**src/rtl/cfg_regbank_pkg.sv**
```systemverilog
package cfg_regbank_pkg;
  localparam int unsigned ADDR_W   = 13;
  localparam int unsigned DATA_W   = 8;
  localparam int unsigned SLOT_W   = 5;
  localparam int unsigned ADDR_MAX = 'h1788;
  localparam int unsigned UPD_A    = 'h000F;
  localparam int unsigned GUARD_A  = 'h0010;
  localparam int unsigned PARAM_A  = 'h0100;
  localparam int unsigned MODE_A   = 'h0120;
  localparam int unsigned LIVE_A   = 'h0200;
  localparam int unsigned AUTO_A   = 'h0300;
  localparam int unsigned STAT_A   = 'h0400;
  localparam logic [DATA_W-1:0] UPD_KEY = 8'h01;

  typedef enum logic [2:0] {K_NONE, K_BUF, K_LIVE, K_AUTO, K_STAT, K_UPD} kind_e;

  typedef struct packed {
    kind_e             kind;
    logic              ro;
    logic              prot;
    logic [SLOT_W-1:0] slot;
  } attr_t;

  // slot order: param bytes, mode, live, one-shot, guard
  function automatic kind_e slot_kind(input int unsigned s, input int unsigned pb);
    if (s <= pb) return K_BUF;
    if (s == pb + 2) return K_AUTO;
    return K_LIVE;
  endfunction

  function automatic attr_t lookup(input logic [ADDR_W-1:0] a, input int unsigned pb);
    attr_t       r;
    int unsigned ai;
    ai = 32'(a);
    r  = '{kind: K_NONE, ro: 1'b0, prot: 1'b0, slot: '0};
    if (ai == UPD_A) begin
      r.kind = K_UPD;
    end else if (ai == GUARD_A) begin
      r.kind = K_LIVE;
      r.slot = SLOT_W'(pb + 3);
    end else if (ai >= PARAM_A && ai < PARAM_A + pb) begin
      r.kind = K_BUF;
      r.prot = 1'b1;
      r.slot = SLOT_W'(ai - PARAM_A);
    end else if (ai == MODE_A) begin
      r.kind = K_BUF;
      r.prot = 1'b1;
      r.slot = SLOT_W'(pb);
    end else if (ai == LIVE_A) begin
      r.kind = K_LIVE;
      r.slot = SLOT_W'(pb + 1);
    end else if (ai == AUTO_A) begin
      r.kind = K_AUTO;
      r.slot = SLOT_W'(pb + 2);
    end else if (ai == STAT_A) begin
      r.kind = K_STAT;
      r.ro   = 1'b1;
    end else if (ai == STAT_A + 1) begin
      r.kind = K_STAT;
      r.ro   = 1'b1;
      r.prot = 1'b1;
      r.slot = SLOT_W'(1);
    end
    return r;
  endfunction
endpackage

```
**src/rtl/cfg_regbank_decode.sv**
```systemverilog
module cfg_regbank_decode
  import cfg_regbank_pkg::*;
#(
  parameter int unsigned PARAM_BYTES = 4
) (
  input  logic [ADDR_W-1:0] addr_i,
  input  logic              prot_en_i,
  output attr_t             attr_o,
  output logic              rd_ok_o,
  output logic              wr_ok_o
);
  logic denied;

  always_comb begin
    attr_o  = lookup(addr_i, PARAM_BYTES);
    // most restrictive class wins: unmapped / guarded beat read-only
    denied  = (attr_o.kind == K_NONE) || (attr_o.prot && prot_en_i);
    rd_ok_o = !denied;
    wr_ok_o = !denied && !attr_o.ro;
  end
endmodule

```
**src/rtl/cfg_regbank_update.sv**
```systemverilog
module cfg_regbank_update (
  input  logic clk_i,
  input  logic rst_ni,
  input  logic key_we_i,
  output logic pend_o
);
  // self-clearing: set for exactly one cycle per key write
  always_ff @(posedge clk_i or negedge rst_ni) begin
    if (!rst_ni) pend_o <= 1'b0;
    else         pend_o <= key_we_i & ~pend_o;
  end
endmodule

```
**src/rtl/cfg_regbank_cell.sv**
```systemverilog
module cfg_regbank_cell
  import cfg_regbank_pkg::*;
#(
  parameter kind_e       KIND = K_BUF,
  parameter int unsigned W    = DATA_W
) (
  input  logic         clk_i,
  input  logic         rst_ni,
  input  logic         we_i,
  input  logic [W-1:0] wdata_i,
  input  logic         commit_i,
  input  logic [W-1:0] done_i,
  output logic [W-1:0] rd_o,
  output logic [W-1:0] act_o
);
  if (KIND == K_LIVE) begin : g_live
    logic unused_live;
    assign unused_live = ^{commit_i, done_i};
    always_ff @(posedge clk_i or negedge rst_ni) begin
      if (!rst_ni)   act_o <= '0;
      else if (we_i) act_o <= wdata_i;
    end
    assign rd_o = act_o;
  end else if (KIND == K_AUTO) begin : g_auto
    logic [W-1:0] stage_q;
    always_ff @(posedge clk_i or negedge rst_ni) begin
      if (!rst_ni) begin
        stage_q <= '0;
        act_o   <= '0;
      end else begin
        if (commit_i) begin
          act_o   <= stage_q;
          stage_q <= '0;
        end else begin
          act_o <= act_o & ~done_i;
        end
        if (we_i) stage_q <= wdata_i;
      end
    end
    assign rd_o = act_o;
  end else begin : g_buf
    logic [W-1:0] stage_q;
    logic         unused_buf;
    assign unused_buf = ^done_i;
    always_ff @(posedge clk_i or negedge rst_ni) begin
      if (!rst_ni) begin
        stage_q <= '0;
        act_o   <= '0;
      end else begin
        if (we_i)     stage_q <= wdata_i;
        if (commit_i) act_o   <= stage_q;
      end
    end
    assign rd_o = stage_q;
  end
endmodule

```
**src/rtl/cfg_regbank.sv**
```systemverilog
module cfg_regbank
  import cfg_regbank_pkg::*;
#(
  parameter int unsigned PARAM_BYTES = 4
) (
  input  logic                     clk_i,
  input  logic                     rst_ni,
  input  logic                     wr_en_i,
  input  logic [ADDR_W-1:0]        addr_i,
  input  logic [DATA_W-1:0]        wdata_i,
  output logic [DATA_W-1:0]        rdata_o,
  input  logic [2*DATA_W-1:0]      status_i,
  input  logic [DATA_W-1:0]        done_i,
  output logic [8*PARAM_BYTES-1:0] param_o,
  output logic [DATA_W-1:0]        mode_o,
  output logic [DATA_W-1:0]        live_o,
  output logic [DATA_W-1:0]        ac_o,
  output logic                     commit_o
);
  localparam int unsigned NSLOT      = PARAM_BYTES + 4;
  localparam int unsigned MODE_SLOT  = PARAM_BYTES;
  localparam int unsigned LIVE_SLOT  = PARAM_BYTES + 1;
  localparam int unsigned AUTO_SLOT  = PARAM_BYTES + 2;
  localparam int unsigned GUARD_SLOT = PARAM_BYTES + 3;

  attr_t                        attr;
  logic                         rd_ok, wr_ok, wr_go, pend, prot_en, key_we;
  logic [NSLOT-1:0][DATA_W-1:0] rd_val, act_val;

  assign prot_en = act_val[GUARD_SLOT][0];
  assign wr_go   = wr_en_i & wr_ok;
  assign key_we  = wr_go && (attr.kind == K_UPD) && (wdata_i == UPD_KEY);

  cfg_regbank_decode #(.PARAM_BYTES(PARAM_BYTES)) u_dec (
    .addr_i   (addr_i),
    .prot_en_i(prot_en),
    .attr_o   (attr),
    .rd_ok_o  (rd_ok),
    .wr_ok_o  (wr_ok)
  );

  cfg_regbank_update u_upd (
    .clk_i   (clk_i),
    .rst_ni  (rst_ni),
    .key_we_i(key_we),
    .pend_o  (pend)
  );

  for (genvar s = 0; s < NSLOT; s++) begin : g_slot
    localparam kind_e SK = slot_kind(s, PARAM_BYTES);
    logic we;
    assign we = wr_go && (attr.kind == SK) && (attr.slot == SLOT_W'(s));
    cfg_regbank_cell #(.KIND(SK), .W(DATA_W)) u_cell (
      .clk_i   (clk_i),
      .rst_ni  (rst_ni),
      .we_i    (we),
      .wdata_i (wdata_i),
      .commit_i(pend),
      .done_i  (done_i),
      .rd_o    (rd_val[s]),
      .act_o   (act_val[s])
    );
  end

  for (genvar k = 0; k < PARAM_BYTES; k++) begin : g_param
    assign param_o[8*k +: 8] = act_val[k];
  end

  assign mode_o   = act_val[MODE_SLOT];
  assign live_o   = act_val[LIVE_SLOT];
  assign ac_o     = act_val[AUTO_SLOT];
  assign commit_o = pend;

  always_comb begin
    rdata_o = '0;
    if (rd_ok) begin
      unique case (attr.kind)
        K_UPD:  rdata_o = {{(DATA_W-1){1'b0}}, pend};
        K_STAT: rdata_o = attr.slot[0] ? status_i[2*DATA_W-1:DATA_W] : status_i[DATA_W-1:0];
        K_BUF, K_LIVE, K_AUTO: begin
          for (int s = 0; s < NSLOT; s++)
            if (attr.slot == SLOT_W'(s)) rdata_o = rd_val[s];
        end
        default: rdata_o = '0;
      endcase
    end
  end
endmodule

```
**config.mk**
```make
export PLATFORM = sky130hd
export DESIGN_NAME = cfg_regbank
export DESIGN_NICKNAME = d
export VERILOG_FILES = /design/src/rtl/cfg_regbank_pkg.sv /design/src/rtl/cfg_regbank_decode.sv /design/src/rtl/cfg_regbank_update.sv /design/src/rtl/cfg_regbank_cell.sv /design/src/rtl/cfg_regbank.sv
export SDC_FILE = /design/constraint.sdc
export NUM_CORES = 1
export LEC_CHECK = 0
export CAP_MARGIN = 0
export CORE_MARGIN = 3
export CORE_UTILIZATION = 30
export CTS_CLUSTER_DIAMETER = 150
export DETAILED_ROUTE_END_ITERATION = 7
export SKIP_CTS_REPAIR_TIMING = 1
export SYNTH_ARGS = -nofsm -noshare
export SYNTH_HDL_FRONTEND = slang
export SYNTH_SLANG_ARGS = --single-unit
```
**constraint.sdc**
```tcl
create_clock -name clk_i -period 3.5 [get_ports clk_i]
set_input_delay 0.7 -clock clk_i [delete_from_list [all_inputs] [get_ports clk_i]]
set_output_delay 0.7 -clock clk_i [all_outputs]
set_load 0.005 [all_outputs]
```
==> results.ini, run 1 <==
[outcome]
outcome=complete, but fails checks
violations=negative setup slack

[place]
dp_hpwl_mm=12.83
routabilityCongestion=0.8518
placed_cell_area_um2=7461
port_buffers=112

[final_layout]
stdcell_area_um2=8551
layout.nets=683
area_growth_pct=45.71
seqCellArea_um2=2829
final_util_pct=45.11
fillerInstances=1716
drive_gt1_share_pct=45.99
n_antenna_cell=0
multi_input_area_um2=2930

[global_route]
grt_pass1_wl_mm=26.64
grt_pass1_vias=4561
antenna_found_initial=0
grt_overflow_total=0
grt_max_degree=66
track_usage_pct=16.15

[cts]
cts_tree=yes
numCtsBuffers=17
cts-htree-levels=4
cts-root-buf=clkbuf_16
cts.sinks=113
cts.clk_slew.worst_paths_ps=50
clkLatencyLatePin_ps=410
clockBufferDepth=2

[die]
dieArea_um2=21280
dieWidth_um=145.9
io_pins=113
fp-row-count=50
core-area_um2=18960
start_util_pct=30.96
fp.dieH_um=145.9

[yosys]
synth_xor_area_share_pct=0
yosys.area_share.adder_pct=0
synth.area.mux_share_pct=24.46
yosys_warnings=0
synth_area_um2=5868
yosysSeqAreaShare_pct=48.19
synth_top_family_by_area=multiplexers
ys_ff_latch=113
syn-mean-instance-area_um2=11.85
netlist-cell-type-count=46
synth-simple-area-share_pct=10.21
synth.net_count=543
synth_cells=495
synth-compound-area-share_pct=8.166

[timing]
skew_ps=5.515
fin_crit_ps=3751
finalCritPeriodShare_pct=107.2
worstMarginPinSlew_ps=757.1
setup_violations=8
slew_headroom_pct=49.53
fmax_ghz=0.2666
fin_ws_ps=-251.1
finalHoldViolations=0
hold-worst-slack_ps=325.0
final_max_slew_viol_count=0
rsz0062_at_grt=yes

[critical_path]
critPathArrivalTime_ps=3050
cp-end-kind=output port
start_kind=primary input
regToRegStartpoint=g_slot[7].u_cell.act_o[0]
path_class=in2out
path_max_fanout=7
crit_required_ps=2800
startpoint=addr_i[4]

[drt]
post_drt_wl_per_cell_um=19.28
vias=4448
drt_iter0_drc=178
drt_wl_total_mm=17.51
avgViaCountPerCell=4.899
drt_pass1_iterations=5
drcViolationCount=0
drtAntennaViolNets=0

[power_and_ir_drop]
p_per_area_nw_per_um2=371.4
p_leak_uw=0.003908
peakVddDrop_mv=0.2381
power_uw=3176

[job]
cap_violations=0

[worst_hold_path]
hp-class=in2async

-- sequential cells by signal (all words and copies together) (netlist names) --
| signal | count |
|---|---|
| g_slot.u_cell.act_o | 64 |
| g_slot.u_cell.g_auto.stage_q | 8 |
| g_slot.u_cell.rd_o | 40 |
| u_upd.pend_o | 1 |
-- logic make-up after synthesis --
group	after synthesis
buf+inv	82
flops	113
compound gates	73
simple gates	101
mux	126
-- cell type report --
type | count | area share, %
Clock buffer | 22 | 5.546
Timing Repair Buffer | 200 | 21.93
Clock inverter | 10 | 1.273
Sequential cell | 113 | 33.08
Inverter | 2 | 0.08780
Multi-Input combinational cell | 301 | 34.27
Tap cell | 260 | 3.805
-- layer usage --
| layer | vias up | GRT usage, % | share of wire (%) |
|---|---|---|---|
| met2 | 125 | 26.03 | 50 |
| met5 | - | 0 | 0 |
| li1 | 2032 | - | - |
| met3 | 15 | 4.827 | 4.9 |
| met1 | 2276 | 21.02 | 44 |
| met4 | 0 | 4.843 | 1.2 |
-- cells in the mapped netlist, drive strengths merged --
library cell	count	area, µm²
o211ai	1	7.510
a2111oi	1	15.01
or3b	2	17.52
nand4b	1	8.760
mux2i	11	110.1
nand3	5	25.02
a21oi	17	92.59
or4	4	33.78
nor4b	2	17.52
nand2	27	101.4
a211oi	3	27.52
nor3b	1	18.77
o32ai	8	70.07
nand4bb	1	11.26
clkbuf	17	63.81
or2	2	12.52
nor3	7	40.04
or3	3	18.77
nor4	10	83.83
buf	63	455.4
mux2	115	1325
o221ai	2	17.52
nand4	2	12.51
nand2b	21	131.4
o21a	3	22.52
a22oi	6	45.04
nor2	9	33.78
or4b	2	20.02
a2bb2oi	2	17.52
o21ai	22	110.1
o22ai	7	43.79
a222oi	1	10.01
dfrtp	113	2828
inv	2	7.510
and2	2	12.51
-- critical path, stage by stage --
cell and delay [ps]:
buf_8 100, buf_6 100, or4_4 560, nor4_4 330, o21a_1 230, nor3_4 80
buf_12 150, mux2_4 310, a22oi_2 200, o32ai_4 130, buf_2 150
-- metrics by stage --
stage / TNS [ps] / setup slack, ps / cells
final: -1621 / -251.1 / 908
after global routing: -2322 / -343.1 / 908
after CTS: -9576 / -1227 / 890
after detailed placement: -21070 / -1229 / 858
after global placement: -16560 / -1140 / 858
after floorplan: 0 / 0.3635 / 495
-- worst paths after layout --
kind	cells after the start	endpoint	slack, ps
worst max-delay path	11	rdata_o[2]	-250
min in group clk_i	2	g_slot[6].u_cell.act_o[3]	480
worst min register to register	2	g_slot[6].u_cell.act_o[3]	480
max in group asynchronous	2	g_slot[2].u_cell.rd_o[2]	2370
worst min-delay path	1	g_slot[3].u_cell.rd_o[7]	330
worst max register to register	7	g_slot[2].u_cell.rd_o[6]	1650
-- power by group --
group          switching [µW]  total [µW]  internal [µW]  leakage, µW
registers               0.432        1310           1310      0.00153
clock network             586        1680           1100     0.000286
logic                    95.2         184           89.2      0.00209
-- layout by cell type, fill, tap and decap left out, types with 7 or more instances in the layout --
master           synthesis  routed
o22ai_1                  7       7
nor4_4                   1       7
o21ai_0                 22      20
nand2b_1                21      20
buf_4                   56      73
mux2_2                  97      97
clkdlybuf4s50_1          0      90
nor2_1                   9       7
a21oi_2                  2       7
a21oi_1                 15      10
dlymetal6s2s_1           0       8
nand2_1                 27      26
mux2_1                  10       9
clkbuf_16                0      17
mux2i_1                 11      10
dfrtp_1                113     112
buf_6                    0      13
mux2_4                   8       9
Power figures use the tool's default switching activity.
==> run 2, diff against run 1 <==
GPL_ROUTABILITY_DRIVEN = 0   (was default)
==> results.ini, run 2 (synthesis gave the netlist of run 1 again) <==
[outcome]
outcome=complete, but fails checks
violations=negative setup slack

[timing]
fmax_ghz=0.2683
hold-worst-slack_ps=363.6
skew_ps=4.639
final_max_slew_viol_count=0
setup_violations=8
worstMarginPinSlew_ps=832.3
finalHoldViolations=0
rsz0062_at_grt=yes
slew_headroom_pct=44.51
finalCritPeriodShare_pct=106.5
fin_ws_ps=-226.8
fin_crit_ps=3727

[critical_path]
slowest_stage=or4b_4
rr_endpoint=g_slot[2].u_cell.rd_o[3]
path_max_fanout=7
cp_top_family=simple AND/OR/NAND/NOR gates
path_buf_inv=4
regToRegStartpoint=g_slot[7].u_cell.act_o[0]
slowest_delay_ps=540
reg2reg_depth=7
crit_chain=buf_8, or4b_4, buf_4, nor4_4, o21a_1, nor3_4, buf_12, mux2_4, a22oi_2, o32ai_4, clkbuf_2
rrSetupSlack_ps=1720
critPathArrivalTime_ps=3030
path_class=in2out
crit_required_ps=2800
start_kind=primary input
path_depth=11
cp-end-kind=output port

[global_route]
antenna_found_initial=0
track_usage_pct=15.68
grt_max_degree=66
grt_overflow_total=0
met3_usage_pct=5.107
busiest_layer=met2
grt_use_met1_pct=19.76
groute.layer.met2.usage_pct=25.03
grt_pass1_wl_mm=25.70
grt_pass1_vias=4522

[die]
fp-row-count=50
dieWidth_um=145.9
io_pins=113
fp.dieH_um=145.9
core-area_um2=18960
dieArea_um2=21280
start_util_pct=30.96

[final_layout]
layout.nets=678
stdcell_area_um2=8441
final_common_cell=dfrtp_1
final_util_pct=44.53
drive_gt1_share_pct=45.10
fillerInstances=1745
n_antenna_cell=0
largest_reg_flops=64
top_register=g_slot.u_cell.act_o
area_growth_pct=43.84
final_cell_mix=112 x dfrtp_1, 96 x mux2_2, 90 x clkdlybuf4s50_1

[cts]
cts.clk_slew.worst_paths_ps=50
clockBufferDepth=2
numCtsBuffers=17
cts_tree=yes
cts.sinks=113
cts-htree-levels=4
cts-root-buf=clkbuf_16
clkLatencyLatePin_ps=420

[drt]
drt_wl_total_mm=17.29
drt_pass1_iterations=4
drt_iter0_drc=266
avgViaCountPerCell=4.903
drtAntennaViolNets=0
drcViolationCount=0
vias=4427
post_drt_wl_per_cell_um=19.14

[place]
placed_cell_area_um2=7376
dp_hpwl_mm=12.33
port_buffers=112

[job]
cap_violations=0

[worst_hold_path]
hp-class=in2async

[power_and_ir_drop]
p_per_area_nw_per_um2=383.9
p_leak_uw=0.003854
power_uw=3240
peakVddDrop_mv=0.3027

## run 2: worst max path at each step
stage / startpoint / to / slack [ps]
detailed placement: addr_i[5] / rdata_o[4] / -1200
global route: addr_i[4] / rdata_o[4] / -310
floorplan: addr_i[8] / rdata_o[1] / 0.4
CTS: addr_i[5] / rdata_o[4] / -1210
global placement: addr_i[5] / rdata_o[3] / -1140
finish: addr_i[4] / rdata_o[4] / -230
## run 2: cell type report
| cell class | count | area, µm² | share of cell area [%] |
|---|---|---|---|
| clock inverters | 9 | 102.6 | 1.216 |
| repair buffers | 194 | 1789 | 21.20 |
| inverters | 2 | 7.507 | 0.08894 |
| flip-flops and latches | 113 | 2829 | 33.52 |
| multi-input cells | 302 | 2879 | 34.11 |
| clock buffers | 23 | 508.0 | 6.018 |
| well taps | 260 | 325.3 | 3.854 |
## run 2: stage by stage
step           cells  setup TNS [ps]  setup WS, ps
2_1_floorplan    495               0        0.3635
3_3_place_gp     850          -13850         -1138
3_5_place_dp     850          -16070         -1205
4_1_cts          882           -9314         -1210
5_1_grt          903           -2147        -306.7
6_report         903           -1402        -226.8
## run 2: power by group
part | switching, µW | total, µW | internal, µW
Sequential | 0.401 | 1310 | 1310
Combinational | 92.2 | 178 | 85.4
Clock | 600 | 1750 | 1150
Total | 693 | 3240 | 2550
## run 2: layer usage
metal / up-vias / part of all wire [%]
met1: 2236 / 42
met2: 126 / 49
met5: - / 0
met4: 0 / 2.5
met3: 29 / 6.5
li1: 2036 / -
==> run 3, diff against run 2 <==
CORE_UTILIZATION = 35   (was 30)
==> results.ini, run 3 (synthesis gave the netlist of run 1 again) <==
[job]
cap_violations=0

[drt]
drt_pass1_iterations=4
drtAntennaViolNets=0
avgViaCountPerCell=5.105
drt_iter0_drc=269
drt_wl_total_mm=16.39
vias=4385
drcViolationCount=0
post_drt_wl_per_cell_um=19.07

[timing]
setup_violations=8
worstMarginPinSlew_ps=734.2
rsz0062_at_grt=yes
fin_ws_ps=-277.1
finalHoldViolations=0
fin_setup_tns_ps=-1602
skew_ps=9.281
final_max_slew_viol_count=0
finalCritPeriodShare_pct=107.9
slew_headroom_pct=51.05
fin_crit_ps=3777
hold-worst-slack_ps=309.5
fmax_ghz=0.2648

[global_route]
grt_overflow_total=0
grt_pass1_wl_mm=24.74
grt_max_degree=66
antenna_found_initial=0
track_usage_pct=17.41
grt_pass1_vias=4417

[cts]
numCtsBuffers=17
cts.clk_slew.worst_paths_ps=50
cts_tree=yes
cts-root-buf=clkbuf_16
cts-htree-levels=4
clkLatencyLatePin_ps=400
clockBufferDepth=2
cts.sinks=113

[final_layout]
fin_cells=859
top_register=g_slot.u_cell.act_o
n_antenna_cell=0
area_growth_pct=41.79
layout.nets=678
final_common_cell=dfrtp_1
final_cell_mix=112 x dfrtp_1, 95 x mux2_2, 90 x clkdlybuf4s50_1
final_util_pct=51.45
drive_gt1_share_pct=44.79
largest_reg_flops=64
fillerInstances=1406

[die]
dieArea_um2=18360
start_util_pct=36.28
fp-row-count=46
core-area_um2=16170
dieWidth_um=135.5
fp.dieH_um=135.5
io_pins=113

[worst_hold_path]
hp-class=in2async

[critical_path]
path_class=in2out
critPathArrivalTime_ps=3080
reg2reg_depth=8
path_buf_inv=3
start_kind=primary input
path_max_fanout=4
slowest_stage=or4_4
crit_required_ps=2800
slowest_delay_ps=570
crit_chain=buf_8, buf_12, or4_4, nor4_4, o21a_1, nor3_4, mux2_4, a222oi_1, a21oi_1, buf_2
cp_top_family=simple AND/OR/NAND/NOR gates
rrSetupSlack_ps=1670
rr_endpoint=g_slot[3].u_cell.rd_o[4]
cp-end-kind=output port
regToRegStartpoint=g_slot[7].u_cell.act_o[0]

[power_and_ir_drop]
internal-power_uw=2422
peakVddDrop_mv=0.3108
p_comb_share_pct=5.7
switching_share_pct=21.60
pwr-share-seq_pct=42.4
p_leak_uw=0.003826
p_per_area_nw_per_um2=371.3
power_switching_uw=667.3
power_frac_clock_pct=51.9

[outcome]
violations=negative setup slack
outcome=complete, but fails checks

[place]
dp_hpwl_mm=11.90
place_inst=805
port_buffers=112

run 3: worst max-delay path by stage:
stage | from | endpoint | slack, ps | cells past startpoint
6_report | addr_i[8] | rdata_o[0] | -280 | 10
5_1_grt | addr_i[12] | rdata_o[0] | -350 | 10
4_1_cts | addr_i[5] | rdata_o[1] | -1280 | 9
3_5_place_dp | addr_i[5] | rdata_o[1] | -1270 | 9
3_3_place_gp | addr_i[5] | rdata_o[0] | -1110 | 10
2_1_floorplan | addr_i[8] | rdata_o[1] | 0.4 | 8
run 3: metal layers:
layer  GRT usage (%)  vias to the layer above  wire, µm
met4           5.095                        0       263
met1           24.19                     2228      7239
li1                -                     2023         -
met3           4.049                       16       890
met5               0                        -         0
met2           27.30                      118      7991
run 3: power groups by stage:
stage	Combinational, µW	Clock, µW	Sequential (µW)
floorplan	31.0	0	1330
global placement	154	0	1330
detailed placement	157	0	1330
CTS	157	1630	1310
global route	191	1690	1310
finish	177	1600	1310
run 3: per-stage QoR:
step	total power [µW]	cell area, µm²	setup slack, ps
floorplan	1363	5933	0.3635
global placement	1485	7313	-1110
detailed placement	1488	7313	-1266
CTS	3100	7873	-1275
global route	3189	8320	-347.4
finish	3090	8320	-277.1
run 3: layout make-up:
class                           count  area (µm²)  area share, %
Multi-Input combinational cell    300        2835          34.08
Sequential cell                   113        2829          34.00
Timing Repair Buffer              196        1819          21.86
Tap cell                          216       270.3          3.248
Clock buffer                       23       478.0          5.744
Clock inverter                      9       81.33         0.9774
Inverter                            2       7.507        0.09023
run 3: worst register-to-register path, cell delays in order, from the launching register on:
cell and delay (ps):
dfrtp_1 400, nand2_1 90, buf_4 110, o32ai_1 80
buf_4 180, a21oi_2 150, nor3b_4 230, buf_12 170
mux2_4 300
